`src/rtl/dcm_pkg.sv`:
```
package dcm_pkg;

   typedef enum logic [1:0] {
      MAP_SINGLE = 2'd0,
      MAP_STRIPE = 2'd1,
      MAP_STACK  = 2'd2,
      MAP_SPLIT  = 2'd3
   } map_mode_e;

   typedef struct packed {
      logic oor;
      logic to_b;
   } route_t;

endpackage

```
`src/rtl/dcm_zone_calc.sv`:
```
module dcm_zone_calc #(
   parameter int CAP_W = 13
) (
   input  dcm_pkg::map_mode_e mode,
   input  logic [CAP_W-1:0]   cap_a,
   input  logic [CAP_W-1:0]   cap_b,
   output logic [CAP_W:0]     limit,
   output logic [CAP_W:0]     split,
   output logic [CAP_W-1:0]   small_cap,
   output logic               big_is_b,
   output logic               single_b
);
   import dcm_pkg::*;

   logic [CAP_W:0] total;

   assign small_cap = (cap_a < cap_b) ? cap_a : cap_b;
   assign big_is_b  = cap_b > cap_a;
   assign single_b  = (cap_a == '0);
   assign split     = {small_cap, 1'b0};
   assign total     = {1'b0, cap_a} + {1'b0, cap_b};

   always_comb begin
      case (mode)
         MAP_SINGLE: limit = single_b ? {1'b0, cap_b} : {1'b0, cap_a};
         MAP_STRIPE: limit = split;
         default:    limit = total;
      endcase
   end
endmodule

```
`src/rtl/dcm_line_router.sv`:
```
module dcm_line_router #(
   parameter int ADDR_W    = 20,
   parameter int LINE_BITS = 6,
   parameter int CAP_W     = 13
) (
   input  logic [ADDR_W-1:0]  addr,
   input  dcm_pkg::map_mode_e mode,
   input  logic [CAP_W-1:0]   cap_a,
   input  logic [CAP_W:0]     limit,
   input  logic [CAP_W:0]     split,
   input  logic [CAP_W-1:0]   small_cap,
   input  logic               big_is_b,
   input  logic               single_b,
   output dcm_pkg::route_t    route,
   output logic [ADDR_W-1:0]  local_addr
);
   import dcm_pkg::*;

   localparam int LW = ADDR_W - LINE_BITS;
   localparam int SW = LW + 1;

   logic [LW-1:0]        line;
   logic [LINE_BITS-1:0] off;
   logic [SW-1:0]        line_x;
   logic [ADDR_W-1:0]    squeezed;

   assign line     = addr[ADDR_W-1:LINE_BITS];
   assign off      = addr[LINE_BITS-1:0];
   assign line_x   = SW'(line);
   assign squeezed = {1'b0, line[LW-1:1], off};

   always_comb begin
      route.oor  = line_x >= SW'(limit);
      route.to_b = 1'b0;
      local_addr = addr;
      case (mode)
         MAP_SINGLE: begin
            route.to_b = single_b;
            local_addr = addr;
         end
         MAP_STRIPE: begin
            route.to_b = line[0];
            local_addr = squeezed;
         end
         MAP_STACK: begin
            if (line_x < SW'(cap_a)) begin
               route.to_b = 1'b0;
               local_addr = addr;
            end else begin
               route.to_b = 1'b1;
               local_addr = {line - LW'(cap_a), off};
            end
         end
         default: begin
            if (line_x < SW'(split)) begin
               route.to_b = line[0];
               local_addr = squeezed;
            end else begin
               route.to_b = big_is_b;
               local_addr = {line - LW'(small_cap), off};
            end
         end
      endcase
   end
endmodule

```
`src/rtl/dcm_out_stage.sv`:
```
module dcm_out_stage #(
   parameter int ADDR_W   = 20,
   parameter bit DATA_RST = 1'b1
) (
   input  logic              clk,
   input  logic              rst_n,
   input  logic              v_d,
   input  logic              a_d,
   input  logic              b_d,
   input  logic              err_d,
   input  logic [ADDR_W-1:0] addr_d,
   output logic              v_q,
   output logic              a_q,
   output logic              b_q,
   output logic              err_q,
   output logic [ADDR_W-1:0] addr_q
);
   always_ff @(posedge clk) begin
      if (!rst_n) begin
         v_q   <= 1'b0;
         a_q   <= 1'b0;
         b_q   <= 1'b0;
         err_q <= 1'b0;
      end else begin
         v_q   <= v_d;
         a_q   <= a_d;
         b_q   <= b_d;
         err_q <= err_d;
      end
   end

   generate
      if (DATA_RST) begin : g_addr_rst
         always_ff @(posedge clk) begin
            if (!rst_n) addr_q <= '0;
            else        addr_q <= addr_d;
         end
      end else begin : g_addr_free
         always_ff @(posedge clk) begin
            addr_q <= addr_d;
         end
      end
   endgenerate
endmodule

```
`src/rtl/dcm_addr_mapper.sv`:
```
module dcm_addr_mapper #(
   parameter int ADDR_W    = 20,
   parameter int LINE_BITS = 6,
   parameter int CAP_W     = 13,
   parameter bit DATA_RST  = 1'b1
) (
   input  logic              clk,
   input  logic              rst_n,
   input  logic              req_valid,
   input  logic [ADDR_W-1:0] req_addr,
   input  logic [1:0]        cfg_mode,
   input  logic [CAP_W-1:0]  cfg_cap_a,
   input  logic [CAP_W-1:0]  cfg_cap_b,
   output logic              map_valid,
   output logic              map_chan_a,
   output logic              map_chan_b,
   output logic              map_err,
   output logic [ADDR_W-1:0] map_addr
);
   import dcm_pkg::*;

   localparam int LW = ADDR_W - LINE_BITS;

   generate
      if (LINE_BITS < 1) begin : g_bad_line
         $error("LINE_BITS must be at least 1");
      end
      if (LW < 2) begin : g_bad_addr
         $error("ADDR_W must leave at least two line-index bits");
      end
      if (CAP_W < 1 || CAP_W > LW) begin : g_bad_cap
         $error("CAP_W must lie between 1 and the line-index width");
      end
   endgenerate

   map_mode_e         mode;
   logic [CAP_W:0]    limit;
   logic [CAP_W:0]    split;
   logic [CAP_W-1:0]  small_cap;
   logic              big_is_b;
   logic              single_b;
   route_t            route;
   logic [ADDR_W-1:0] local_addr;
   logic              fire;

   assign mode = map_mode_e'(cfg_mode);

   dcm_zone_calc #(.CAP_W(CAP_W)) u_zone (
      .mode      (mode),
      .cap_a     (cfg_cap_a),
      .cap_b     (cfg_cap_b),
      .limit     (limit),
      .split     (split),
      .small_cap (small_cap),
      .big_is_b  (big_is_b),
      .single_b  (single_b)
   );

   dcm_line_router #(
      .ADDR_W    (ADDR_W),
      .LINE_BITS (LINE_BITS),
      .CAP_W     (CAP_W)
   ) u_route (
      .addr       (req_addr),
      .mode       (mode),
      .cap_a      (cfg_cap_a),
      .limit      (limit),
      .split      (split),
      .small_cap  (small_cap),
      .big_is_b   (big_is_b),
      .single_b   (single_b),
      .route      (route),
      .local_addr (local_addr)
   );

   assign fire = req_valid && !route.oor;

   dcm_out_stage #(.ADDR_W(ADDR_W), .DATA_RST(DATA_RST)) u_out (
      .clk    (clk),
      .rst_n  (rst_n),
      .v_d    (req_valid),
      .a_d    (fire && !route.to_b),
      .b_d    (fire && route.to_b),
      .err_d  (req_valid && route.oor),
      .addr_d (fire ? local_addr : '0),
      .v_q    (map_valid),
      .a_q    (map_chan_a),
      .b_q    (map_chan_b),
      .err_q  (map_err),
      .addr_q (map_addr)
   );
endmodule

```
`config.mk`:
```
export PLATFORM = sky130hd
export DESIGN_NAME = dcm_addr_mapper
export DESIGN_NICKNAME = d
export VERILOG_FILES = /design/src/rtl/dcm_pkg.sv /design/src/rtl/dcm_zone_calc.sv /design/src/rtl/dcm_line_router.sv /design/src/rtl/dcm_out_stage.sv /design/src/rtl/dcm_addr_mapper.sv
export SDC_FILE = /design/constraint.sdc
export NUM_CORES = 1
export LEC_CHECK = 0
export BUFFER_PORTS_ARGS = -buffer_cell sky130_fd_sc_hd__buf_2
export CORE_ASPECT_RATIO = 2
export CORE_MARGIN = 1
export CORE_UTILIZATION = 54
export DETAILED_ROUTE_END_ITERATION = 16
export PLACE_DENSITY = 0.77
export REMOVE_ABC_BUFFERS = 1
export SLEW_MARGIN = 10
export SYNTH_ARGS = -nofsm -noshare
export SYNTH_HDL_FRONTEND = slang
export SYNTH_HIERARCHICAL = 1
export SYNTH_SLANG_ARGS = --single-unit
```
`constraint.sdc`:
```
create_clock -name clk -period 5.09 [get_ports clk]
set_input_delay 1.018 -clock clk [delete_from_list [all_inputs] [get_ports clk]]
set_output_delay 1.018 -clock clk [all_outputs]
set_load 0.005 [all_outputs]
```
Yosys cells after proc, flatten, opt, wreduce, memory -nomap -nowiden
Cells that the tools add are included.

Register bits: 24. Bits in latches: 0. Bits in writable memories: 0. ROM bits: 0. Input port bits: 51. Output and inout port bits: 24. Word-level logic and storage cells: 33. Memories kept: 0.

$add $sub $neg: 3. Multipliers: 0. Div/mod/pow operators: 0. $lt $le $gt $ge: 5. Eq/ne operators: 2. Shifts and indexed selects: 0. Mux-type cells: 9. Bitwise operators: 0. Reductions and logical operators: 9.

Operator list (count): 20-bit case mux with 3 select lines (1); 20-bit two-way mux (2); 14-bit case mux with 2 select lines (1); 14-bit by 13-bit subtractor with 14-bit output (2); 13-bit two-way mux (2); 13-bit by 13-bit adder with 14-bit output (1); 14-bit >= comparator (1); 14-bit by 13-bit < comparator with 1-bit output (1); 14-bit < comparator (1); 13-bit greater-than comparator (1); 13-bit zero test (1); 13-bit < comparator (1); 1-bit logical AND (4); 1-bit case mux with 3 select lines (1); 2-bit by 1-bit == test with 1-bit output, second input constant (1); 2-bit == test, second input constant (1); 1-bit zero test (2); 2-bit zero test (1); 1-bit two-way mux (2); 2-bit AND reduction (1).

Logic depth before layout (Yosys ltp)
Gate-level depths: netlist (run 1).

Depth after elaboration: 7. Gate-level depth with buffers: 23. Mapped depth without buffers: 21.

By module
Netlist (run 1), hierarchy kept.

By module, submodules not included: dcm_line_router (instances 1, cells an instance 338, area an instance 2492.4 um2, seq. area each 0.0 um2); dcm_zone_calc (instances 1, cells an instance 217, area an instance 1587.8 um2, seq. area each 0.0 um2); dcm_out_stage (instances 1, cells an instance 50, area an instance 675.6 um2, seq. area each 480.5 um2); dcm_addr_mapper (instances 1, cells an instance 27, area an instance 240.2 um2, seq. area each 0.0 um2).

Least setup slack after synthesis (run 1)
OpenSTA, ideal clock, no wires.

Path type: in2reg. Start: input cfg_cap_a[9]. End: register u_out.addr_q[13]. Setup time: 0.116 ns. Data arrival time: 5.115 ns. Data required time: 4.974 ns. Path slack: -0.141 ns. Stages: 21. Path buffers: 2. Path through: inv_1 ha_1 and4_1 and3_2 and2_1 a21oi_2 buf_6 mux2i_1 buf_4 inv_1 ha_1 a21o_1 a31oi_1 o21ai_1 a41oi_1 o21a_1 o21ai_2 mux2_2 mux4_2 and3b_1 and2_2.

Elaborated cells on any way between the ends: 16. Those cells by class: add/sub: 2; order compare: 4; mux: 6; reduce/logical: 4.

RTL lines: from (decl) (line dcm_addr_mapper.sv:12) `input logic [CAP_W-1:0] cfg_cap_a,`; 13-bit < comparator (*) (line dcm_zone_calc.sv:17) `assign small_cap = (cap_a < cap_b) ? cap_a : cap_b;`; 13-bit two-way mux (*) (line dcm_zone_calc.sv:17); via small_cap[1] (line dcm_addr_mapper.sv:39) `logic [CAP_W-1:0] small_cap;`; 14-bit by 13-bit subtractor with 14-bit output or 14-bit < comparator (tied branches) (line dcm_line_router.sv:60, dcm_line_router.sv:55); 20-bit two-way mux (*) (line dcm_line_router.sv:55) `if (line_x < SW'(split)) begin`; 20-bit case mux with 3 select lines (*) (line dcm_line_router.sv:36) `case (mode)`; via local_addr[13] (line dcm_addr_mapper.sv:43) `logic [ADDR_W-1:0] local_addr;`; to (signal assigned) (line dcm_out_stage.sv:36) `else addr_q <= addr_d;`; to (decl) (line dcm_out_stage.sv:16) `output logic [ADDR_W-1:0] addr_q`.

Mark *: on every way through the listed nets, which the timed path passes. The rest lies on a longest branch. A chain may end at the register's enable or synchronous reset.

Worst setup path in the final report (run 1)
Start: input cfg_cap_a[8]. End: register u_out.addr_q[17].

The elaborated chain is that of the path after synthesis.

==> reports/metrics.csv, run 1 <==
metric,value,unit
status,"complete, no violations",
layout cells sized above 1,32.9,%
crit path launch type,input pin,
post-DP HPWL,12300,um
largest net degree at the start of global routing,31,
dpl ws,-455,ps
"commonest non-fill, non-tap cells in the layout","buf_4, inv_1, ha_1",
# hold bufs at CTS,0,
top_reg_cell synth,dfxtp_1,
leak pwr,0.00327,uW
"Cell Area, Synth",5000,um2
required time of the critical path,5250,ps
max-slew violation count,0,
clk sinks,24,
Async SR Flop Fraction,0,%
CP dominant cell by count,buf_4,
Rel. slew slack,63.2,%
Tightest Pin Transition,552,ps
period utilization,97.6,%
CTS tree,built,
Synth cell types,78,
min-delay worst type,input pin to register,
Initial Util,55.4,%
Die X,70.0,um
WP buf/inv,9,
dpl cells,854,
fin nets,896,
# Max-Cap Violations,0,
Max Fclk,0.201,GHz
CTS Buf Count,3,
Layout area overhead,24.8,%
placed inst area,5880,um2
Yosys top cell area share,19.8,%
"CP delay by family, top",compound AO/OA/AOI/OAI gates,
Port Buf Inserts,74,
FP Rows,49,
Yosys reg bits,24,
Yosys top cell by area,ha_1,
Mapped Cells,632,
Finished Layout Cells,864,
mean post-synth cell area,7.91,um2
Synth area leaders,"ha_1, dfxtp_1, inv_1, a21oi_1, xnor2_1",
# fillers,732,
Peak VDD IR,0.165,mV
Vias/cell,6.05,
Die Y,138,um
post-route cell area,6240,um2
Worst setup EP type,register,
Initial DRC Count,292,
"EDFF count, synth",0,
clock buffer depth,2,
WL final,15000,um
vias,5231,
ANT cells,0,
first-pass GRT wire length,23100,um
CTS root buffer,clkbuf_16,
crit-path max cell delay,430,ps
H-Tree Depth,1,
final hold viol count,0,
"Remaining Overflow, GRT",0,
IO Pins,75,
Setup Viol. Count Final,0,
sequential cell area,480,um2
Final Critical Period,4970,ps
GP Congestion,0.926,
Antenna Nets Post-Route,0,
clock slew at the register clock pins of the worst setup and hold paths,60,ps
crit path cell chain,"buf_2, inv_1, ha_4, buf_4, a221o_1, a21oi_4, a21oi_4, buf_4, mux2i_2, buf_4, inv_1, ha_1, nand2b_1, a21oi_2, o41ai_2, buf_4, o22ai_4, o41ai_4, buf_4, buf_4, xor2_2, a211oi_2, and3b_1, and2_2",
TritonRoute pass-1 iters,4,
crit path to,u_out/addr_q[17],
area of the multi-input gates,4130,um2
Final WS setup,122,ps
Yosys warning count,6,
post-synthesis sequential area ratio,9.62,%
initial antenna violation count,0,
die area,9660,um2
CP max FO,5,
Post-route DRC,0,
kind of critical path,input pin to register,
"Slowest-stage cell, CP",a221o_1,
CP Launch Point,cfg_cap_a[8],
"commonest non-fill, non-tap cell in the layout",buf_4,
gr usage total,29.6,%
Worst path depth,24,
PD cells,197,nW/um2
CP Data Arrival Time,5120,ps
core area,9010,um2
Layout Utilization,69.2,%
Routed WL per cell,17.4,um
vias in the first global route,5284,
==> cells in the mapped netlist (3+ instances only) <==
master and n:
nor4_1 5, a221o_1 4, buf_6 6, nor2_1 27, a211oi_1 22, o22ai_1 7
and2_1 9, nor3_1 8, dfxtp_1 24, and3b_2 3, nand2_1 19, and3b_1 18
xnor2_1 19, nor2b_1 7, xor2_1 9, fa_1 3, ha_1 79, nand2b_1 12
and3_1 4, a21oi_2 3, clkbuf_1 10, mux2_4 5, mux4_2 3, mux2_2 6
mux2i_1 13, and2_2 19, o31a_1 6, buf_4 21, a211o_1 5, nand3_1 5
o21bai_1 3, inv_1 86, o41ai_1 4, a21o_1 12, a221oi_1 5, o21a_1 7
buf_2 4, a31oi_1 10, or3_1 3, a21oi_1 47, o21ai_1 4, mux2_1 3
o21ai_0 13, nand4_1 5
==> worst min path at each step <==
stage	start	end	slack (ps)	cells past startpoint
CTS	req_addr[4]	u_out/addr_q[4]	1120	3
global route	req_addr[4]	u_out/addr_q[4]	1150	3
detailed placement	u_out/addr_q[4]	map_addr[4]	1390	1
floorplan	rst_n	u_out/a_q	1140	1
global placement	req_addr[4]	u_out/addr_q[4]	1380	3
finish	req_addr[1]	u_out/addr_q[1]	1120	3
==> tightest hold or removal path: stages <==
cell     delay (ps)
buf_2            70
and3b_1         140
and2_2          120
==> timing repair <==
action | in CTS | in global routing
pin swaps | 2 | 19
gates cloned | 0 | 0
buffers inserted | 2 | 4
endpoints found under the setup margin | 3 | 23
endpoints found under the hold margin | 0 | 0
gates resized for setup | 5 | 34
==> registers in the layout, indices dropped and copies added (netlist names) <==
signal        flops
u_out/a_q         1
u_out/v_q         1
u_out/addr_q     20
u_out/b_q         1
u_out/err_q       1
==> area by class of cell <==
cell class                      count  area share [%]
Clock buffer                        4            1.42
Sequential cell                    24            7.70
Inverter                           87            5.24
Multi-Input combinational cell    480            66.2
Timing Repair Buffer              167            17.4
Tap cell                          102            2.05
==> through the flow <==
stage / TNS [ps] / hold WS, ps / total power, uW
after floorplan: -10400 / 1140 / 675
after global placement: -3570 / 1380 / 932
final: 0 / 1120 / 1230
after CTS: 0 / 1120 / 1160
after global routing: -111 / 1150 / 1300
after detailed placement: -5500 / 1390 / 959
==> power by group <==
part,total [uW],switching [uW],internal [uW],leakage [uW]
clock network,185,64.9,120,0.0000442
logic,840,426,415,0.00303
registers,202,2.24,199,0.000196
total,1230,493,734,0.00327
==> logic make-up after synthesis <==
| logic type | synth area share (%) |
|---|---|
| other | 0.0751 |
| and+or+nand+nor | 19.2 |
| AOI/OAI and AO/OA | 25.6 |
| adders and majority gates | 21.0 |
| xor gates and xnor gates | 4.91 |
| muxes | 7.49 |
| buffers and inverters | 12.2 |
| DFF | 9.62 |
==> layer usage <==
metal  track usage (%)  vias up  routed length, um
li1                  -     2522                  -
met1              25.4     2398               5020
met2              57.7      217               8110
met3              1.38       94                481
met4              27.5        0               1410
met5                 0        -                  0
Power figures use the tool's default switching activity.
==> run 2, diff against run 1 <==
Settings changed: BUFFER_PORTS_ARGS -buffer_cell sky130_fd_sc_hd__buf_2 to not set, CORE_UTILIZATION 54 to 60, DONT_BUFFER_PORTS set to 1.
==> reports/metrics.csv, run 2 (same netlist as run 1, synthesis figures left out) <==
metric,value,unit,change
Initial Util,62.4,%,+7.0 points
layout cells sized above 1,18.2,%,-15 points
CP Data Arrival Time,5120,ps,about the same
core area,8000,um2,-11%
# Max-Cap Violations,0,,unchanged
"Slowest-stage cell, CP",mux4_2,,
largest net degree at the start of global routing,45,,+45%
H-Tree Depth,1,,unchanged
FP Rows,46,,-6.1%
"CP delay by family, top",compound AO/OA/AOI/OAI gates,,
CTS tree,built,,
TritonRoute pass-1 iters,5,,+1
required time of the critical path,5240,ps,about the same
vias,4781,,-8.6%
first-pass GRT wire length,22200,um,-3.9%
Antenna Nets Post-Route,0,,unchanged
"Remaining Overflow, GRT",0,,unchanged
post-DP HPWL,11300,um,-7.7%
Biggest register,u_out/addr_q,,
min-delay worst type,input pin to register,,
Die Y,131,um,-5.1%
CTS Buf Count,3,,unchanged
Routed WL per cell,18.9,um,+8.8%
CP max FO,6,,+1
GP Congestion,0.987,,+6.5%
status,"complete, no violations",,
Rel. slew slack,62.1,%,-1.1 points
PD cells,196,nW/um2,-0.33%
leak pwr,0.00270,uW,-17%
Post-route DRC,0,,unchanged
final hold viol count,0,,unchanged
crit path cell chain,"inv_1, ha_2, and3_2, and3_2, and2_1, a21oi_4, mux2i_4, inv_1, ha_1, a21o_1, a31oi_1, o21ai_1, a41oi_2, o21a_1, o21ai_4, mux2_1, mux4_2, and3b_1, and2_2",,
kind of critical path,input pin to register,,
ANT cells,0,,unchanged
Initial DRC Count,262,,-10%
initial antenna violation count,0,,unchanged
Peak VDD IR,0.128,mV,-22%
die area,8720,um2,-9.8%
crit-path max cell delay,440,ps,about the same
Port Buf Inserts,0,,-100%
Die X,66.5,um,-5.0%
"commonest non-fill, non-tap cells in the layout","inv_1, ha_1, buf_4",,
Vias/cell,6.47,,+6.9%
gr usage total,33.4,%,+3.8 points
"commonest non-fill, non-tap cell in the layout",inv_1,,
clock slew at the register clock pins of the worst setup and hold paths,50,ps,about the same
CTS root buffer,clkbuf_16,,
WP buf/inv,2,,-7
period utilization,97.6,%,about the same
max-slew violation count,0,,unchanged
fin nets,778,,-13%
clk sinks,24,,unchanged
crit path launch type,input pin,,
WL final,14000,um,-7.0%
vias in the first global route,4954,,-6.2%
Layout area overhead,8.16,%,
final setup TNS,0,ps,unchanged
Hold WS,884,ps,-236 ps
Tightest Pin Transition,563,ps,+11.9 ps
Final Critical Period,4970,ps,-0.129 ps
Tot Pwr,1060,uW,-14%
Setup Viol. Count Final,0,,unchanged
IO Pins,75,,unchanged
max reg flops,20,,unchanged
Max Fclk,0.201,GHz,about the same
Worst setup EP type,register,,
clock buffer depth,2,,unchanged
## run 2: cell count changes in the layout (fill, tap and decap cells not counted), sizes merged
| cell | delta |
|---|---|
| buf | -118 |
| clkbuf | -1 |
## run 2: cell type report
cell class | count | area, um2
fill | 686 | 2600
tap | 96 | 120
inverter | 87 | 327
multi-input combinational | 480 | 4020
clock buffer | 3 | 75.1
timing repair buffer | 49 | 384
sequential | 24 | 480
## run 2: per-stage QoR
step	instance area (um2)	worst slack, ps	util [%]	std cells
after detailed placement	5210	-285	65.1	735
after floorplan	4710	-536	-	591
after CTS	5290	3.34	66.2	738
after global routing	5400	-41.7	67.5	739
final	5400	122	67.5	739
after global placement	5210	-224	65.1	735
## run 2: per-layer routing
layer / GRT usage (%) / vias to the layer above / wire length [um]
met5: 0 / - / 0
met4: 25.7 / 0 / 1000
met3: 3.55 / 73 / 621
met2: 64.5 / 220 / 7570
met1: 30.4 / 2209 / 4780
li1: - / 2279 / -
## run 2: timing repair
item / in CTS / in global routing
buffers inserted: 0 / 1
pin swaps: 0 / 10
hold buffers: 0 / 0
endpoints found under the setup margin: 4 / 12
gates cloned: 0 / 0
resized for setup: 2 / 19
## run 2: path summary, 6_finish.rpt
kind / start / endpoint / depth (start not counted)
setup / recovery: cfg_cap_a[7] / u_out/addr_q[8] / 19
hold / removal: rst_n / u_out/addr_q[6] / 1
## run 2: where the power goes
group / switching, uW / internal [uW] / total, uW
clock network: 56.1 / 104 / 160
logic: 348 / 348 / 695
registers: 4.93 / 200 / 205
==> run 3, diff against run 2 <==
Settings changed: RECOVER_POWER set to 100.
==> reports/metrics.csv, run 3 (same netlist as run 1, synthesis figures left out) <==
metric,value,unit,change
status,"complete, no violations",,
IO Pins,75,,unchanged
Initial Util,62.4,%,unchanged
# hold bufs at CTS,0,,unchanged
"Remaining Overflow, GRT",0,,unchanged
"commonest non-fill, non-tap cells in the layout","inv_1, ha_1, buf_4",,
TritonRoute pass-1 iters,8,,+3
required time of the critical path,5240,ps,about the same
Peak VDD IR,0.128,mV,about the same
PD cells,196,nW/um2,about the same
max reg flops,20,,unchanged
CTS tree,built,,
Routed WL per cell,18.9,um,about the same
Finished Layout Cells,739,,unchanged
# Max-Cap Violations,0,,unchanged
ANT cells,0,,unchanged
CP max FO,6,,unchanged
Tot Pwr,1060,uW,about the same
post-DP HPWL,11300,um,unchanged
final hold viol count,0,,unchanged
CP Data Arrival Time,5110,ps,about the same
max-slew violation count,0,,unchanged
Die Y,131,um,unchanged
Worst setup EP type,register,,
Biggest register,u_out/addr_q,,
min-delay worst type,input pin to register,,
Antenna Nets Post-Route,0,,unchanged
layout cells sized above 1,18.2,%,unchanged
Layout Utilization,67.5,%,unchanged
crit-path max cell delay,440,ps,about the same
"commonest non-fill, non-tap cell in the layout",inv_1,,
WL final,14000,um,about the same
Rel. slew slack,62.1,%,about the same
clk sinks,24,,unchanged
GP Congestion,0.987,,unchanged
Die X,66.5,um,unchanged
"CP delay by family, top",compound AO/OA/AOI/OAI gates,,
die area,8720,um2,unchanged
clock slew at the register clock pins of the worst setup and hold paths,50,ps,about the same
Setup Viol. Count Final,0,,unchanged
FP Rows,46,,unchanged
Final Critical Period,4970,ps,-0.505 ps
fin nets,778,,unchanged
leak pwr,0.00270,uW,about the same
largest net degree at the start of global routing,45,,unchanged
CTS root buffer,clkbuf_16,,
Port Buf Inserts,0,,unchanged
vias,4780,,-0.021%
"Slowest-stage cell, CP",mux4_2,,
Initial DRC Count,262,,unchanged
Post-route DRC,0,,unchanged
crit path launch type,input pin,,
Max Fclk,0.201,GHz,about the same
kind of critical path,input pin to register,,
core area,8000,um2,unchanged
first-pass GRT wire length,22200,um,unchanged
Tightest Pin Transition,564,ps,+0.640 ps
period utilization,97.6,%,about the same
clock buffer depth,2,,unchanged
vias in the first global route,4954,,unchanged
dpl cells,735,,unchanged
Vias/cell,6.47,,about the same
H-Tree Depth,1,,unchanged
WP buf/inv,2,,unchanged
initial antenna violation count,0,,unchanged
CTS Buf Count,3,,unchanged
crit path cell chain,"inv_1, ha_2, and3_2, and3_2, and2_1, a21oi_4, mux2i_4, inv_1, ha_1, a21o_1, a31oi_1, o21ai_1, a41oi_2, o21a_1, o21ai_4, mux2_1, mux4_2, and3b_1, and2_2",,
gr usage total,33.4,%,unchanged
Layout area overhead,8.16,%,unchanged
[run 3: cell count changes in the layout (fill, tap and decap cells not counted)]
cell	delta
o21ai_0	+1
o21ai_1	-1
[run 3: what timing repair did]
action / CTS / global route
pin swaps: 0 / 10
setup endpoints to repair: 4 / 12
gates resized for setup: 2 / 19
buffers inserted: 0 / 1
gates cloned: 0 / 0
[run 3: layout make-up]
type	instances	area, um2
clock buffers	3	75.1
flip-flops and latches	24	480
multi-input cells	480	4020
repair buffers	49	384
well taps	96	120
fillers	686	2600
inverters	87	327
[run 3: final timing paths]
path / slack (ps) / end / cells after the start / start
worst min-delay path: 880 / u_out/addr_q[6] / 1 / rst_n
worst max-delay path: 120 / u_out/addr_q[8] / 19 / cfg_cap_a[7]
[run 3: power by group]
group,total (uW),switching (uW),internal (uW)
logic,695,347,348
registers,205,4.93,200
clock network,160,56.1,104
[run 3: per-stage QoR]
step	instance area [um2]	TNS, ps	setup WS, ps	hold slack (ps)
after floorplan	4710	-10400	-536	1140
after global placement	5210	-1160	-224	1140
after detailed placement	5210	-2200	-285	1140
after CTS	5290	0	3.34	880
after global routing	5400	-137	-41.7	881
final	5400	0	122	884
[run 3: per-layer routing]
layer	global-route usage, %	routed length, um
met1	30.4	4770
met2	64.5	7570
met3	3.55	626
met4	25.7	994
met5	0	0
